### src/rtl/mls_seq.sv
module mls_seq #(
  parameter int XLEN  = 32,
  parameter int IMM_W = 12
) (
  input  logic                 clk,
  input  logic                 rst_n,
  input  logic                 req_valid,
  input  logic                 req_store,
  input  logic [1:0]           req_size,
  input  logic                 req_unsigned,
  input  logic [XLEN-1:0]      base,
  input  logic [IMM_W-1:0]     imm,
  input  logic [XLEN-1:0]      st_data,
  output logic                 stall,
  output logic                 ram_en,
  output logic [XLEN-$clog2(XLEN/8)-1:0] ram_addr,
  output logic [XLEN/8-1:0]    ram_we,
  output logic [XLEN-1:0]      ram_wdata,
  input  logic [XLEN-1:0]      ram_rdata,
  output logic                 ld_valid,
  output logic [XLEN-1:0]      ld_data
);
  localparam int NB    = XLEN / 8;
  localparam int OFF_W = $clog2(NB);
  localparam int WA_W  = XLEN - OFF_W;

  logic [XLEN-1:0]   eff;
  logic [OFF_W-1:0]  off;
  logic [OFF_W:0]    nbytes;
  logic [NB-1:0]     mask0;
  logic [2*NB-1:0]   wide_be;
  logic [2*XLEN-1:0] wide_wd;
  logic              split, issue;

  assign eff    = base + {{(XLEN-IMM_W){imm[IMM_W-1]}}, imm};
  assign off    = eff[OFF_W-1:0];
  assign nbytes = (req_size == 2'd0) ? (OFF_W+1)'(1) :
                  (req_size == 2'd1) ? (OFF_W+1)'(2) : (OFF_W+1)'(NB);
  assign mask0  = (req_size == 2'd0) ? NB'(1) :
                  (req_size == 2'd1) ? NB'(3) : {NB{1'b1}};
  assign split  = (({1'b0, off} + nbytes) > (OFF_W+1)'(NB));
  assign issue  = req_valid & ~stall;

  assign wide_be = {{NB{1'b0}}, mask0} << off;
  assign wide_wd = {{XLEN{1'b0}}, st_data} << {off, 3'b000};

  logic [WA_W-1:0]  wa_q;
  logic [NB-1:0]    hi_be_q;
  logic [XLEN-1:0]  hi_wd_q, lo_q;
  logic [OFF_W-1:0] off_q;
  logic [1:0]       size_q;
  logic             st_q, uns_q, split_q, fin;

  always_ff @(posedge clk or negedge rst_n) begin
    if (!rst_n) begin
      stall   <= 1'b0;
      fin     <= 1'b0;
      wa_q    <= '0;
      hi_be_q <= '0;
      hi_wd_q <= '0;
      lo_q    <= '0;
      off_q   <= '0;
      size_q  <= '0;
      st_q    <= 1'b0;
      uns_q   <= 1'b0;
      split_q <= 1'b0;
    end else begin
      stall <= issue & split;
      fin   <= (issue & ~req_store & ~split) | (stall & ~st_q);
      if (issue) begin
        wa_q    <= eff[XLEN-1:OFF_W];
        hi_be_q <= wide_be[2*NB-1:NB];
        hi_wd_q <= wide_wd[2*XLEN-1:XLEN];
        off_q   <= off;
        size_q  <= req_size;
        st_q    <= req_store;
        uns_q   <= req_unsigned;
        split_q <= split;
      end
      if (stall) lo_q <= ram_rdata;
    end
  end

  assign ram_en    = stall | req_valid;
  assign ram_addr  = stall ? wa_q + 1'b1 : eff[XLEN-1:OFF_W];
  assign ram_we    = stall ? (st_q ? hi_be_q : '0)
                           : ((req_valid & req_store) ? wide_be[NB-1:0] : '0);
  assign ram_wdata = stall ? hi_wd_q : wide_wd[XLEN-1:0];

  logic [2*XLEN-1:0] pair;
  logic [XLEN-1:0]   sh;
  assign pair = split_q ? {ram_rdata, lo_q} : {{XLEN{1'b0}}, ram_rdata};
  assign sh   = XLEN'(pair >> {off_q, 3'b000});

  always_comb begin
    case (size_q)
      2'd0:    ld_data = {{(XLEN-8){~uns_q & sh[7]}}, sh[7:0]};
      2'd1:    ld_data = {{(XLEN-16){~uns_q & sh[15]}}, sh[15:0]};
      default: ld_data = sh;
    endcase
  end

  assign ld_valid = fin;
endmodule


### config.mk
export PLATFORM = sky130hd
export DESIGN_NAME = mls_seq
export DESIGN_NICKNAME = d
export VERILOG_FILES = /design/src/rtl/mls_seq.sv
export SDC_FILE = /design/constraint.sdc
export NUM_CORES = 1
export LEC_CHECK = 0
export BUFFER_PORTS_ARGS = -buffer_cell sky130_fd_sc_hd__buf_4
export CAP_MARGIN = 30
export CORE_UTILIZATION = 40
export CTS_CLUSTER_SIZE = 10
export DETAILED_ROUTE_END_ITERATION = 8
export PLACE_DENSITY = 0.74
export SLEW_MARGIN = 30
export SYNTH_ARGS = -nofsm -noshare
export SYNTH_HDL_FRONTEND = slang
export SYNTH_SLANG_ARGS = --single-unit
### constraint.sdc
create_clock -name clk -period 4.7 [get_ports clk]
set_input_delay 0.47 -clock clk [delete_from_list [all_inputs] [get_ports clk]]
set_output_delay 0.47 -clock clk [all_outputs]
set_load 0.1 [all_outputs]
* Word level (Yosys, flattened, before mapping)
Index checks and enable logic that the tools add are counted.
Storage, ports and cells: bits of input ports 115, logic and storage cells 48, bits in registers 107, output and inout port bits 101
Operators by class: bitwise gates (word level) 15, order comparisons 1, shift operators 3, add/sub/neg operators 3, equal/unequal tests 2, reduce and logical (&&, ||, !) cells 2, muxes and demuxes 11
Operators by type and width (number):
- $mux 64 | 1
- $pmux 32 s2 | 1
- $shl 32x5->64 | 1
- $shr 64x5->32 | 1
- $add 32x32->32 | 1
- $mux 32 | 1
- $add 30x1->30 const B | 1
- $mux 30 | 1
- $mux 4 | 5
- $and 1x1->1 | 8
- $shl 4x2->8 | 1
- $mux 3 | 2
- $not 1->1 | 5
- $eq 2x1->1 const B | 2
- $logic_not 2->1 | 2
- $add 2x3->3 | 1
- $gt 3x3->1 const B | 1
- $or 1x1->1 | 2

* Longest topological paths before layout
depth in word-level cells 8, mapped depth 10, gate-level depth less buffers 10

* Least setup slack after synthesis
No wires, ideal clock.
kind input-to-output, start point input port base[4], end point output port ram_addr[23], arrival time 4486 ps, setup slack -256 ps, cell stages on the path 8, data required time 4230 ps, path through ha_1 -> a21o_1 -> a31o_2 -> o2111ai_1 -> a41oi_1 -> a21oi_2 -> o32ai_1 -> a311oi_1
Between the ends: cells in the longest elaborated chain, start to end 2
RTL lines:
- start, declared | RTL line 11 | input logic [XLEN-1:0] base,
- $add 32x32->32 | RTL line 35 | assign eff = base + {{(XLEN-IMM_W){imm[IMM_W-1]}}, imm};
- $mux 30 | RTL line 85 | assign ram_addr = stall ? wa_q + 1'b1 : eff[XLEN-1:OFF_W];
- end, declared | RTL line 16 | output logic [XLEN-$clog2(XLEN/8)-1:0] ram_addr,
No other way between the ends.

* Worst setup path after layout
start point input port base[0], end point output port ram_addr[26]
The elaborated chain is that of the path after synthesis.

==> run summary <==
The die covers 22300 um2. The tools report the iteration-0 DRC count of the detailed router as 417. In the synthesized netlist, the cells that appear most often are sky130_fd_sc_hd__nand2_1 (185), sky130_fd_sc_hd__o21ai_0 (113), sky130_fd_sc_hd__dfrtp_1 (98). The clock period minus final worst setup slack was 3.80 ns. The max-slew violation total from the final report is 0. The tools report the number of buffers inserted during clock tree synthesis as 9. The initial antenna violation count is 0. Ranked by total cell area, the synthesized netlist is headed by sky130_fd_sc_hd__dfrtp_1 (28%), sky130_fd_sc_hd__mux2i_1 (9.0%), sky130_fd_sc_hd__nand2_1 (8.0%). Counting every instance in the synthesized netlist gives 1029.

The largest fanout of any net on the critical path was 4; the die width was 149 um. The relative area change from synthesis to final layout came out at 24.8%. Once detail routing completed, the nets flagged for antenna violations numbered 0. The tools report the total power after layout as 6.01 mW. Critical path required time: 4.23 ns. In this run, post-CTS repair resized a total of 0 instances. The final-layout setup total negative slack was 0 ns. The number of storage elements in the synthesis netlist is 98, and the CTS sink count is 98. The flow ran to the end, and the final reports show no timing, DRC or antenna violations. From bottom edge to top edge, the die measures 149 um. Input and output buffers added on the ports amount to 215.

In this run the worst hold path is classified as input port to asynchronous set/reset pin. Hold is met by 0.165 ns. The worst-case register-to-register setup slack was 2.19 ns. The share of synthesized registers carrying an async set or reset is 100%.

The tools report the number of endpoints failing setup at the final stage as 0. The most area-hungry cell type in the Yosys netlist is sky130_fd_sc_hd__dfrtp_1. TritonCTS built the clock tree.

In the routed design, unresolved DRC markers number 0. Element type at the critical path end: a primary output. The number of flops mapped to enable cells by yosys is 0. The worst-margin pin slew is 0.791 ns. In the post-synthesis netlist, the cell with the most instances is sky130_fd_sc_hd__nand2_1. For this run, the detailed router's first-pass iteration total came to 5. For the global-route usage over all layers, the log shows 22.5%. The worst register-to-register path begins at stall.

The number of cells on the worst reg-to-reg path is 6. The number of maximum-capacitance violations is 0, and the synthesized cell area is 8670 um2. Synthesized netlist net count: 1180.

Once the floorplan was initialized, standard cells occupied 41.0% of the core. In this run the critical register-to-register path is captured at hi_wd_q[18]. The final RePlAce weighted congestion is 0.916, and the number of rows in the core area is 53. Category of the most critical setup path: input port to primary output. The number of failing hold endpoints at the final stage was 0; the share of the cycle needed by the critical path after routing was 80.9%.

The run gives 0 as the number of warnings reported in the yosys synthesis log. The average detailed-routed wire length per instance works out to 16.7 um. Across the VDD grid, the largest voltage drop is 0.291 mV. The final cell utilization of the core came out at 51.1%. Between clock sinks in the finished design, the worst skew comes to 0.00982 ns.

For this design, the CTS-stage hold fixing added 0 buffers. 0 antenna diodes ended up in the layout. The clock latency on the worst-skew pair was 0.35 ns. Global-route wire length before repair: 40300 um.

The tools report the count of boundary I/O pins as 216. Launching element type of the critical path: an input port. In this run the power density over the cells is 556 nW/um2.

The number of nets in the layout was 1358. The clock passes through at most 2 buffers. The achievable frequency is 263 MHz, and the total core area is 21200 um2. Summing the sequential cell areas from Yosys gives 28.3% of the chip area. Share of layout cells above drive strength 1: 27.8%. The leakage power is 4.83 nW. The total number of H-tree levels was 3. Flip-flop cell with the highest count after synthesis: sky130_fd_sc_hd__dfrtp_1. For this run the aggregate overflow at the end of global routing stands at 0. The buffer cell driving the clock tree root is sky130_fd_sc_hd__clkbuf_16. The top cell type by area accounts for 28.3% of the synthesized area.

The logs give 73 for the maximum number of pins on one net before global-route repair and 68 for the count of different cell masters after synthesis. The data arrival time of the critical path was 3.33 ns. The HPWL reported at the end of detailed placement came out at 18800 um. The final layout contains routed wiring with a total length of 24800 um. Setup repair after global routing left no endpoint under its margin.

Dividing the synthesized area by the synthesized cell count gives 8.43 um2. Clock-pin slew was measured on the worst setup and hold paths at 0.08 ns. The detailed router placed 8370 vias in this run. Buffers added to address setup during post-CTS repair amount to 0.

The number of global-route vias before repair is 7987, and the via density per instance is 5.63. The worst-case headroom to the max-slew limit came out at 47.3%.
[layout make-up]
type                    count  area, um2
multi-input cells         853       5940
well taps                 275        344
fillers                  1975      10300
flip-flops and latches     98       2460
repair buffers            226       1700
inverters                  19       71.3
clock buffers               9        225
clock inverters             7       83.8
[critical path, stage by stage]
cell and delay, ns:
sky130_fd_sc_hd__buf_4 0.10, sky130_fd_sc_hd__ha_4 0.16, sky130_fd_sc_hd__inv_1 0.06, sky130_fd_sc_hd__fa_1 0.42
sky130_fd_sc_hd__nor2b_1 0.20, sky130_fd_sc_hd__o2111ai_1 0.27, sky130_fd_sc_hd__a211oi_1 0.34, sky130_fd_sc_hd__o21ai_0 0.25
sky130_fd_sc_hd__a31o_2 0.31, sky130_fd_sc_hd__and3b_1 0.20, sky130_fd_sc_hd__o31ai_2 0.21, sky130_fd_sc_hd__buf_4 0.34
[metal layers]
layer	wire length [um]	global-route usage, %	vias up
met3	1330	2.66	33
met4	458	7.55	0
li1	-	-	4085
met1	10800	29.8	3977
met2	12300	37.9	275
met5	0	0	-
[worst max-delay path by stage]
stage / startpoint / to / slack, ns / cells past startpoint
final: base[0] / ram_addr[26] / 0.90 / 12
after global routing: base[4] / ram_addr[23] / 0.64 / 10
after CTS: base[4] / ram_addr[23] / 0.94 / 10
after detailed placement: base[4] / ram_addr[23] / 0.94 / 10
after global placement: base[0] / ram_addr[26] / 0.94 / 12
after floorplan: base[0] / ram_addr[24] / 0.06 / 10
[stage by stage]
stage | instance area [um2] | setup slack, ns | std cells
5_1_grt | 10800 | 0.642 | 1487
3_3_place_gp | 10500 | 0.936 | 1471
3_5_place_dp | 10500 | 0.942 | 1471
4_1_cts | 10800 | 0.936 | 1487
6_report | 10800 | 0.897 | 1487
2_1_floorplan | 8690 | 0.0554 | 1029
[state kept, by name, indices dropped and copies added (netlist names), 2 cells and up]
signal / count
hi_be_q: 3
off_q: 2
lo_q: 32
wa_q: 30
size_q: 2
hi_wd_q: 24
[report_power, final]
group	switching (mW)	internal, mW	total, mW
Sequential	0.224	1.09	1.31
Clock	0.345	0.423	0.769
Combinational	2.86	1.07	3.93
Total	3.43	2.58	6.01
[cell usage in the layout (no fill, tap or decap), types with 6 or more instances in the layout]
| cell | synthesis | layout |
|---|---|---|
| sky130_fd_sc_hd__nor2_1 | 56 | 56 |
| sky130_fd_sc_hd__ha_1 | 34 | 33 |
| sky130_fd_sc_hd__xor2_1 | 22 | 22 |
| sky130_fd_sc_hd__a21oi_1 | 53 | 53 |
| sky130_fd_sc_hd__mux2_2 | 55 | 55 |
| sky130_fd_sc_hd__a21o_1 | 11 | 11 |
| sky130_fd_sc_hd__nor3_1 | 7 | 7 |
| sky130_fd_sc_hd__mux4_2 | 16 | 16 |
| sky130_fd_sc_hd__o21ai_0 | 113 | 112 |
| sky130_fd_sc_hd__a31oi_1 | 12 | 12 |
| sky130_fd_sc_hd__dfrtp_1 | 98 | 95 |
| sky130_fd_sc_hd__nor4_1 | 6 | 6 |
| sky130_fd_sc_hd__and2_1 | 11 | 11 |
| sky130_fd_sc_hd__nand3_1 | 26 | 26 |
| sky130_fd_sc_hd__and3_1 | 6 | 6 |
| sky130_fd_sc_hd__buf_4 | 0 | 226 |
| sky130_fd_sc_hd__nand4_1 | 10 | 10 |
| sky130_fd_sc_hd__a22o_1 | 16 | 16 |
| sky130_fd_sc_hd__xnor2_1 | 31 | 31 |
| sky130_fd_sc_hd__a22oi_1 | 8 | 8 |
| sky130_fd_sc_hd__mux2i_1 | 78 | 78 |
| sky130_fd_sc_hd__o2bb2ai_1 | 8 | 8 |
| sky130_fd_sc_hd__nand2b_1 | 6 | 6 |
| sky130_fd_sc_hd__nor2b_1 | 8 | 7 |
| sky130_fd_sc_hd__inv_1 | 18 | 18 |
| sky130_fd_sc_hd__clkbuf_16 | 0 | 9 |
| sky130_fd_sc_hd__nand2_1 | 185 | 184 |
[logic make-up (layout without fill, tap and decap cells)]
| logic type | after synthesis | in the layout | share of synthesized area, % |
|---|---|---|---|
| AND/OR/NAND/NOR | 341 | 341 | 17.6 |
| AO/OA/AOI/OAI | 274 | 274 | 19.5 |
| multiplexers | 149 | 149 | 20.3 |
| flip-flops | 98 | 98 | 28.3 |
| buffers and inverters | 78 | 261 | 3.62 |
| XOR/XNOR | 53 | 53 | 5.35 |
| adder cells (fa/ha/maj) | 36 | 36 | 5.37 |
No activity file was read; power rests on OpenSTA's default activity.
